**config.mk**
```make
export PLATFORM = sky130hd
export DESIGN_NAME = range_region_encoder
export DESIGN_NICKNAME = d
export VERILOG_FILES = /design/src/rtl/range_region_encoder.sv
export SDC_FILE = /design/constraint.sdc
export NUM_CORES = 1
export LEC_CHECK = 0
export BUFFER_PORTS_ARGS = -buffer_cell sky130_fd_sc_hd__buf_4
export CELL_PAD_IN_SITES_DETAIL_PLACEMENT = 1
export CELL_PAD_IN_SITES_GLOBAL_PLACEMENT = 1
export CORE_MARGIN = 10
export CORE_UTILIZATION = 40
export DETAILED_ROUTE_END_ITERATION = 12
export GPL_ROUTABILITY_DRIVEN = 0
export PLACE_DENSITY_LB_ADDON = 0.1
export SKIP_CTS_REPAIR_TIMING = 1
export SLEW_MARGIN = 20
export SYNTH_ARGS = -nofsm -noshare
export SYNTH_HDL_FRONTEND = slang
export SYNTH_SLANG_ARGS = --single-unit
```
**constraint.sdc**
```tcl
create_clock -name clk -period 0.9 [get_ports clk]
set_clock_uncertainty 0.05 [all_clocks]
set_input_delay 0 -clock clk [delete_from_list [all_inputs] [get_ports clk]]
set_output_delay 0 -clock clk [all_outputs]
set_load 0.02 [all_outputs]
```
**src/rtl/range_region_encoder.sv**
```systemverilog
module range_region_encoder (
  input  logic        clk,
  input  logic        rst_n,
  input  logic        start,
  input  logic [31:0] base_i,
  input  logic [31:0] size_i,
  input  logic [2:0]  region_i,
  input  logic        enable_i,
  input  logic [15:0] attr_i,
  output logic        done,
  output logic        err,
  output logic [15:0] d_attr,
  output logic        d0_valid,
  output logic [2:0]  d0_region,
  output logic [31:0] d0_base,
  output logic [15:0] d0_size,
  output logic        d1_valid,
  output logic [2:0]  d1_region,
  output logic [31:0] d1_base,
  output logic [15:0] d1_size
);

  logic [4:0]  msb;
  logic        pow2, stray, need2, bad;
  logic [2:0]  blk, sel2;
  logic [7:0]  mask1, mask2;
  logic [31:0] win, base1;
  logic [15:0] word0, word1;

  always_comb begin
    msb = 5'd0;
    for (int i = 0; i < 32; i++)
      if (size_i[i]) msb = 5'(i);
  end

  assign pow2  = (size_i & (size_i - 32'd1)) == 32'd0;
  assign win   = 32'h3f << (msb - 5'd5);
  assign stray = (size_i & ~win) != 32'd0;
  assign blk   = 3'(size_i >> (msb - 5'd2));
  assign sel2  = 3'(size_i >> (msb - 5'd5));
  assign mask1 = ~((8'd1 << blk) - 8'd1);
  assign mask2 = ~((8'd1 << sel2) - 8'd1);
  assign need2 = !pow2 && sel2 != 3'd0;
  assign base1 = base_i + (32'(blk) << (msb - 5'd2));

  always_comb begin
    bad = 1'b0;
    if (msb < 5'd5) bad = 1'b1;
    else if (!pow2) begin
      if (msb < 5'd7 || stray) bad = 1'b1;
      else if (need2 && (msb < 5'd10 || region_i >= 3'd6)) bad = 1'b1;
    end
  end

  assign word0 = pow2 ? {8'h00, 2'b00, msb - 5'd1, enable_i}
                      : {mask1, 2'b00, msb, enable_i};
  assign word1 = {mask2, 2'b00, msb - 5'd3, enable_i};

  always_ff @(posedge clk or negedge rst_n) begin
    if (!rst_n) begin
      done <= 1'b0; err <= 1'b0; d_attr <= '0;
      d0_valid <= 1'b0; d0_region <= '0; d0_base <= '0; d0_size <= '0;
      d1_valid <= 1'b0; d1_region <= '0; d1_base <= '0; d1_size <= '0;
    end else begin
      done <= start;
      if (start) begin
        d_attr    <= attr_i;
        err       <= (size_i != 32'd0) && bad;
        d0_valid  <= (size_i != 32'd0) && !bad;
        d1_valid  <= (size_i != 32'd0) && !bad && need2;
        d0_region <= region_i;
        d0_base   <= base_i;
        d0_size   <= word0;
        d1_region <= region_i + 3'd1;
        d1_base   <= base1;
        d1_size   <= word1;
      end
    end
  end

  p_done_follows_start_r8: assert property (@(posedge clk) disable iff (!rst_n)
    start |=> done);
  p_done_only_after_start_r8: assert property (@(posedge clk) disable iff (!rst_n)
    !start |=> !done);
  p_err_excl_valid_r8: assert property (@(posedge clk) disable iff (!rst_n)
    !(err && d0_valid));
  p_second_needs_first_r8: assert property (@(posedge clk) disable iff (!rst_n)
    d1_valid |-> d0_valid);
  p_hold_results_r9: assert property (@(posedge clk) disable iff (!rst_n)
    !start |=> $stable(err) && $stable(d0_valid) && $stable(d1_valid) &&
               $stable(d0_size) && $stable(d1_size) && $stable(d0_base) &&
               $stable(d1_base) && $stable(d_attr));
  p_second_slot_r6: assert property (@(posedge clk) disable iff (!rst_n)
    d1_valid |-> d1_region == d0_region + 3'd1);
  p_second_exp_r6: assert property (@(posedge clk) disable iff (!rst_n)
    d1_valid |-> d1_size[5:1] == d0_size[5:1] - 5'd3);
  p_second_base_r6: assert property (@(posedge clk) disable iff (!rst_n)
    d1_valid |-> d1_base > d0_base);
  p_second_limits_r7: assert property (@(posedge clk) disable iff (!rst_n)
    d1_valid |-> d0_region < 3'd6 && d0_size[5:1] >= 5'd10);
  p_enable_match_r10: assert property (@(posedge clk) disable iff (!rst_n)
    d1_valid |-> d1_size[0] == d0_size[0]);

endmodule

```
==> results by group, run 1 <==
Floorplan
  • Die Span Y: 179 um
  • Initial Util: 40.5%
  • Cell Rows: 58
  • Die width: 179 um
  • Io pins: 209

Synthesis
  • Syn Inst Count: 1135
  • Synthesized cell area: 0.0101 sq mm
  • Top_reg_cell synth: dfrtp_1
  • EDFF count, synth: 0
  • Avg Cell Area, Syn: 8.93 sq um
  • Yosys reg bits: 117
  • Register area share after synthesis: 28.9%
  • Yosys cell types: 102
  • Async S/R FF share, synth: 100%
  • Ys Warns: 0

Global route
  • GR Overflow Total: 381
  • Initial antenna violation count: 16
  • Total Routing Usage GR: 79.6%
  • Largest net degree at the start of global routing: 23

Clock network
  • Htree depth: 4
  • Clk sinks: 117
  • CTS Buf Count: 17
  • Root Buffer: clkbuf_16
  • CTS Buffer Depth: 2

STA
  • GR repair worst EP: d1_base[31]$_DFFE_PN0P_/D
  • Worst ep type: register data pin

Placement
  • I/O Buffers: 204
  • DP Wirelength: 38600 um

Status
  • First Err: [ERROR GRT-0232] Routing congestion too high. Check the congestion heatmap in the GUI.
  • Status: stopped before the end
  • Exit stage: 5_1_grt
Yosys cell counts, drive strengths merged, types with 5 or more instances:
cell type | number | area, sq um
o2bb2ai | 8 | 70.1
o221ai | 9 | 103
nand3 | 30 | 160
nor4 | 10 | 98.8
nand2 | 81 | 312
or3 | 12 | 75.1
o21ai | 66 | 342
o32ai | 8 | 70.1
inv | 30 | 113
nand4 | 11 | 68.8
xor2 | 7 | 61.3
a2111oi | 8 | 82.6
o21a | 15 | 113
o211ai | 13 | 97.6
a211o | 6 | 52.6
buf | 43 | 254
a21o | 24 | 180
ha | 43 | 538
a211oi | 23 | 195
a21oi | 62 | 310
a221oi | 5 | 43.8
and2 | 11 | 71.3
mux2 | 93 | 1050
a31oi | 14 | 87.6
nor2 | 90 | 355
a32o | 5 | 50.1
nor2b | 10 | 62.6
or2 | 6 | 40.0
and3 | 16 | 100
dfrtp | 117 | 2930
clkbuf | 46 | 173
o22ai | 8 | 50.1
nor3 | 29 | 150
xnor2 | 32 | 303
o311ai | 6 | 60.1
or4 | 12 | 105
o31ai | 6 | 45.0
o21bai | 7 | 63.8
mux2i | 32 | 320
nand2b | 12 | 75.1
metrics by stage:
stage	worst slack, ps	hold slack [ps]	area, sq um	utilization [%]	std cells
after global placement	-5160	-83.4	14900	59.5	1955
after detailed placement	-5500	-86.0	14900	59.5	1955
after floorplan	-4970	-346	10600	-	1138
after CTS	-5160	-519	15500	62.0	1987
cell families after synthesis:
group / after synthesis / share of synthesized area [%]
buffers and inverters: 120 / 5.36
and+or+nand+nor: 345 / 18.0
AOI/OAI and AO/OA: 338 / 24.1
adders and majority gates: 46 / 5.70
other: 1 / 0.0370
DFF: 117 / 28.9
xor gates and xnor gates: 39 / 3.59
muxes: 129 / 14.4
layer usage:
metal / track usage [%] / GRT overflow
met2: 93.2 / 230
met4: 80.7 / 120
met1: 76.9 / 13
met3: 69.9 / 17
met5: 41.0 / 1
==> run 2: changes to the inputs <==
CELL_PAD_IN_SITES_DETAIL_PLACEMENT = unset   (was 1)
CELL_PAD_IN_SITES_GLOBAL_PLACEMENT = unset   (was 1)
CORE_UTILIZATION = 25   (was 40)
PLACE_DENSITY_LB_ADDON = 0.15   (was 0.1)
==> results by group, run 2 <==
Synthesis
  • Synthesized cell area: 0.0101 sq mm (unchanged)
  • Largest family of logic cells by synthesized area: compound AO/OA/AOI/OAI gates
  • Avg Cell Area, Syn: 8.93 sq um (unchanged)
  • Synth Area in Adders: 5.70% (unchanged)
  • Largest cells by area after synthesis: dfrtp_1, mux2_2, ha_1
  • Post-synthesis simple-gate area fraction: 18.0% (unchanged)
  • EDFF count, synth: 0 (unchanged)
  • Ys Warns: 0 (unchanged)
  • Register area share after synthesis: 28.9% (unchanged)
  • Xor and xnor area share after synthesis: 3.59% (unchanged)
  • Syn Inst Count: 1135 (unchanged)
  • Yosys cell types: 102 (unchanged)
  • Post-synthesis compound-gate area fraction: 24.1% (unchanged)
  • Largest area contributor in the netlist: dfrtp_1
  • Count leader, synth: dfrtp_1
  • Top_reg_cell synth: dfrtp_1
  • Yosys top cell area share: 28.9% (unchanged)
  • Async S/R FF share, synth: 100% (unchanged)
  • Post-synthesis mux area share: 14.4% (unchanged)
  • Post-synth top cells: dfrtp_1, mux2_2, nor2_1, nand2_1, a21oi_1
  • Yosys reg bits: 117 (unchanged)

Critical path
  • Worst-path maximum fanout: 8
  • R2R Setup Slk: -130 ps
  • CP Class: in2reg
  • Crit path launch: size_i[8]
  • Setup crit end: d1_base[28]$_DFFE_PN0P_
  • Crit end category: flip-flop
  • Crit path launch type: input port
  • Worst reg2reg endpoint: d1_base[30]$_DFFE_PN0P_
  • CP peak stage delay: 480 ps
  • Reg-to-reg critical path startpoint: d1_base[30]$_DFFE_PN0P_
  • Worst r2r path cells: 2
  • CP Data Arrival Time: 5820 ps
  • Critical Path RT: 1160 ps
  • Highest-delay cell along the critical path: mux4_2

STA
  • Count of pins over their slew limit: 0
  • Final Cycle Share: 617%
  • Final period demand of the worst path: 5560 ps
  • Slew HR: 55.3%
  • Final worst slack: -4660 ps
  • Worst-margin pin slew: 654 ps
  • Hold Violations, Final: 7
  • TNS Setup: -201880 ps
  • Fmax: 180 MHz
  • Setup violators final: 179
  • RSZ-0062 raised after global routing: yes
  • Final hold slack: -28.7 ps

Floorplan
  • Io pins: 209 (unchanged)
  • Die Span Y: 221 um (+24%)
  • Initial Util: 25.4% (-15 points)
  • Die area: 0.0490 sq mm
  • Cell Rows: 73 (+26%)
  • Die width: 221 um (+24%)
  • Core Area: 0.0399 sq mm

Finish
  • Top Registers: d0_base x32, d1_base x32, d_attr x16
  • Layout cell share with drive strength beyond 1: 56.2%
  • # nets final: 1932
  • Post-route insts no fill: 2340
  • Most common cell after layout, fill and taps aside: buf_4
  • Area of the multi-input gates: 0.00806 sq mm
  • # fillers: 3783
  • Register area: 0.00293 sq mm
  • Fin util: 47.5%
  • Most frequent cells in the layout: buf_4, buf_6, dfrtp_1
  • Area growth from synthesis to layout: 87.1%

Status
  • Failing checks: hold timing, setup timing
  • Status: finished, violations left

Placement
  • I/O Buffers: 204 (unchanged)
  • Dpl cells: 2174 (+11%)
  • DP Wirelength: 36500 um (-5.4%)

Clock network
  • CTS Buffer Depth: 2 (unchanged)
  • CTS Buf Count: 17 (unchanged)
  • Clk sinks: 117 (unchanged)
  • Root Buffer: clkbuf_16
  • TritonCTS clock tree: done
  • Htree depth: 4 (unchanged)
  • CTS clk-pin slew, worst paths: 50 ps
  • Clk_lat worst skew: 430 ps

Routing
  • Detailed-route via count: 11813
  • Avg WL per Cell: 20.7 um
  • Residual DRC: 0
  • 1st-pass router iterations: 5
  • Post-DRT Antenna Nets: 0
  • DR iter-0 viols: 909
  • Wirelength, routed: 48300 um
  • Number of vias per cell: 5.05

Global route
  • Largest net degree at the start of global routing: 30
  • Vias in the first global route: 11330
  • First-pass GRT wire length: 69400 um
  • Total Routing Usage GR: 17.9%
  • Initial antenna violation count: 0
  • GR Overflow Total: 0

Power and ir drop
  • PwrDens: 1220 mW/mm^2
  • Total Power: 23.1 mW
  • VDD IR-drop max: 1.09 mV
  • Leakage power: 8.56 nW

Hold path
  • Worst Hold Path Cells: 4
  • Worst Min Path Start: region_i[1]
  • Worst Hold Class: in2reg

Flow run
  • Max-Cap Viols: 0
-- run 2: cell counts after synthesis --
Identical to the previous run, type by type.
-- run 2: area by class of cell --
cell class	count	area share [%]
multi-input cells	901	42.5
repair buffers	733	34.9
flip-flops and latches	117	15.4
well taps	525	3.46
clock buffers	22	2.45
inverters	31	0.666
clock inverters	10	0.554
diodes	1	0.0132
-- run 2: stage by stage --
| stage | cell area (sq um) | worst slack [ps] |
|---|---|---|
| 2_1_floorplan | 10600 | -4970 |
| 3_3_place_gp | 15300 | -5310 |
| 3_5_place_dp | 15300 | -5340 |
| 4_1_cts | 15900 | -4900 |
| 5_1_grt | 19000 | -4930 |
| 6_report | 19000 | -4660 |
-- run 2: metal layers --
metal / up-vias / routed length, um / GRT usage [%]
li1: 5616 / - / -
met1: 5724 / 21500 / 23.7
met2: 410 / 22600 / 28.3
met3: 63 / 3100 / 4.01
met4: 0 / 1160 / 5.57
met5: - / 0 / 0
-- run 2: how the worst min path moves through the flow --
| stage | end | slack [ps] |
|---|---|---|
| 2_1_floorplan | d0_base[0]$_DFFE_PN0P_ | -350 |
| 3_3_place_gp | d1_base[7]$_DFFE_PN0P_ | -150 |
| 3_5_place_dp | d1_base[7]$_DFFE_PN0P_ | -140 |
| 4_1_cts | d1_base[29]$_DFFE_PN0P_ | -620 |
| 5_1_grt | d0_region[1]$_DFFE_PN0P_ | -20 |
| 6_report | d0_region[1]$_DFFE_PN0P_ | -30 |
-- run 2: cells by family after synthesis --
| group | Yosys count |
|---|---|
| and+or+nand+nor | 345 |
| AOI/OAI and AO/OA | 338 |
| muxes | 129 |
| buffers and inverters | 120 |
| DFF | 117 |
| adders and majority gates | 46 |
| xor gates and xnor gates | 39 |
| other | 1 |
-- run 2: where the power goes --
part	total, mW	switching, mW	internal (mW)
Sequential	6.40	0.485	5.91
Combinational	10.1	4.81	5.25
Clock	6.68	2.50	4.18
-- run 2: critical path: cells and delay by family --
kind,cells,cell delay (ps)
adders and majority gates,1,230
muxes,4,1230
xor gates and xnor gates,1,80
and+or+nand+nor,5,1190
AOI/OAI and AO/OA,14,2620
buffers and inverters,4,450
No activity file was read; power rests on OpenSTA's default activity.
==> run 3: changes to the inputs <==
CAP_MARGIN = 20   (was unset)
SETUP_SLACK_MARGIN = 0.02   (was unset)
==> results by group, run 3 (synthesis results as in run 2) <==
Critical path
  • Crit end category: flip-flop
  • Crit path launch type: input port
  • CP Data Arrival Time: 5720 ps (-100 ps)
  • CP Class: in2reg
  • Worst-path maximum fanout: 8 (unchanged)
  • Critical Path RT: 1150 ps (about the same)

Placement
  • DP Wirelength: 36500 um (about the same)
  • Dpl ws: -5230 ps (+117 ps)
  • I/O Buffers: 204 (unchanged)

STA
  • Final hold slack: -86.3 ps (-57.7 ps)
  • Fmax: 183 MHz (+1.7%)
  • Setup violators final: 178 (-0.56%)
  • Final period demand of the worst path: 5460 ps (-93.6 ps)
  • Hold Violations, Final: 6 (-1)
  • Worst-margin pin slew: 586 ps (-67.7 ps)
  • RSZ-0062 raised after global routing: yes
  • Slew HR: 59.9% (+4.6 points)
  • Final Cycle Share: 607% (-10 points)
  • Count of pins over their slew limit: 0 (unchanged)
  • Final worst slack: -4560 ps (+93.6 ps)

Clock network
  • Root Buffer: clkbuf_16
  • CTS Buf Count: 17 (unchanged)
  • TritonCTS clock tree: done
  • CTS Buffer Depth: 2 (unchanged)
  • CTS clk-pin slew, worst paths: 60 ps (about the same)
  • Htree depth: 4 (unchanged)
  • Clk_lat worst skew: 420 ps (about the same)
  • Clk sinks: 117 (unchanged)

Power and ir drop
  • Leakage power: 8.06 nW (-5.9%)
  • Part of the power in combinational logic: 40.4% (-3.1 points)
  • PwrDens: 1250 mW/mm^2 (+2.5%)
  • Sequential share of power: 28.4% (+0.7 points)
  • Total Power: 22.3 mW (-3.6%)
  • VDD IR-drop max: 1.29 mV (+18%)
  • Sw Ratio: 33.7% (about the same)
  • Clock network power share: 31.2% (+2.3 points)
  • Internal power: 14.8 mW (-3.6%)
  • NetSw: 7.51 mW (-3.5%)

Floorplan
  • Die width: 221 um (unchanged)
  • Io pins: 209 (unchanged)
  • Die Span Y: 221 um (unchanged)
  • Initial Util: 25.4% (unchanged)
  • Cell Rows: 73 (unchanged)
  • Core Area: 0.0399 sq mm (unchanged)
  • Die area: 0.0490 sq mm (unchanged)

Routing
  • Wirelength, routed: 46900 um (-2.9%)
  • Residual DRC: 0 (unchanged)
  • Number of vias per cell: 5.05 (about the same)
  • Post-DRT Antenna Nets: 0 (unchanged)
  • Detailed-route via count: 11449 (-3.1%)
  • Avg WL per Cell: 20.7 um (+0.20%)
  • 1st-pass router iterations: 6 (+1)
  • DR iter-0 viols: 786 (-14%)

Finish
  • Top Registers: d0_base x32, d1_base x32, d_attr x16
  • Area growth from synthesis to layout: 76.0%
  • Layout cell share with drive strength beyond 1: 53.1% (-3.1 points)
  • # nets final: 1864 (-3.5%)
  • # fillers: 3869 (+2.3%)
  • Most common cell after layout, fill and taps aside: buf_4
  • Diodes inserted: 0 (-1)
  • Most frequent cells in the layout: buf_4, dfrtp_1, buf_6

Flow run
  • Max-Cap Viols: 0 (unchanged)

Status
  • Failing checks: hold timing, setup timing
  • Status: finished, violations left

Global route
  • Vias in the first global route: 11312 (-0.16%)
  • GR Overflow Total: 0 (unchanged)
  • Initial antenna violation count: 0 (unchanged)
  • Largest net degree at the start of global routing: 53 (+77%)
  • Total Routing Usage GR: 17.9% (+0.038 points)
  • First-pass GRT wire length: 69400 um (about the same)

Hold path
  • Worst Hold Class: in2async
## run 3: cell count changes in the layout (fill, tap and decap cells not counted), moves of 3 or more
| cell | delta |
|---|---|
| nor2_4 | -4 |
| a211oi_1 | +3 |
| mux2_4 | -4 |
| buf_12 | -4 |
| and3_4 | -3 |
| mux2_2 | +4 |
| and3_1 | +3 |
| buf_6 | -90 |
| buf_4 | +23 |
| clkinv_2 | -3 |
## run 3: path summary, 6_finish.rpt
| kind | startpoint | to | slack [ps] | depth (start not counted) |
|---|---|---|---|---|
| worst min register to register | d1_size[15]$_DFFE_PN0P_ | d1_size[15]$_DFFE_PN0P_ | 430 | 1 |
| min in group clk | base_i[31] | d1_base[31]$_DFFE_PN0P_ | 30 | 4 |
| worst min-delay path | rst_n | d0_base[20]$_DFFE_PN0P_ | -90 | 2 |
| worst max-delay path | size_i[12] | d1_base[28]$_DFFE_PN0P_ | -4560 | 28 |
| worst max register to register | d1_base[30]$_DFFE_PN0P_ | d1_base[30]$_DFFE_PN0P_ | 20 | 1 |
| max in group asynchronous | rst_n | d1_region[2]$_DFFE_PN0P_ | 380 | 3 |
## run 3: per-layer routing
| layer | global-route usage [%] | part of all wire, % | vias to the layer above |
|---|---|---|---|
| met2 | 30.4 | 50 | 331 |
| met5 | 0 | 0 | - |
| li1 | - | - | 5476 |
| met1 | 22.4 | 43 | 5602 |
| met4 | 3.99 | 1.9 | 0 |
| met3 | 4.52 | 5.8 | 40 |
## run 3: power groups by stage
| stage | Sequential (mW) | Combinational (mW) | Clock, mW |
|---|---|---|---|
| 6_report | 6.33 | 9.02 | 6.96 |
| 3_5_place_dp | 6.37 | 7.95 | 0 |
| 2_1_floorplan | 7.12 | 3.20 | 0 |
| 5_1_grt | 6.42 | 9.64 | 7.41 |
| 3_3_place_gp | 6.34 | 7.94 | 0 |
| 4_1_cts | 6.28 | 7.97 | 7.16 |
## run 3: cell type report
cell class	instances	area [sq um]	area share [%]
timing repair buffer	665	5710	32.0
clock buffer	20	457	2.56
clock inverter	9	130	0.729
inverter	31	131	0.736
sequential	117	2930	16.4
tap	525	657	3.68
multi-input combinational	901	7830	43.9
## run 3: worst max-delay path, cell delays in order
cell and delay, ps:
buf_4 110, or4_4 560, buf_4 170, nor2_4 200
o21ai_4 140, buf_6 170, nor2_2 180, nand3_1 200
and2_4 240, or2_4 270, a211o_1 350, nand2_1 80
o211ai_1 110, mux2_4 310, nor3_4 110, ha_1 260
o21a_1 110, o31a_1 130, a41oi_2 220, o21ai_2 110
a31oi_2 170, a21oi_2 80, o211a_1 240, o31a_1 260
or4_4 440, a31oi_4 150, xnor2_1 90, mux2_4 250
## run 3: metrics by stage
| stage | instances | cell area [sq um] | TNS, ps | utilization [%] |
|---|---|---|---|---|
| after floorplan | 1138 | 10600 | -202630 | - |
| after global placement | 2159 | 15200 | -228560 | 38.1 |
| after detailed placement | 2159 | 15200 | -230980 | 38.1 |
| after CTS | 2188 | 15800 | -216390 | 39.6 |
| after global routing | 2268 | 17800 | -214220 | 44.7 |
| final | 2268 | 17800 | -197830 | 44.7 |
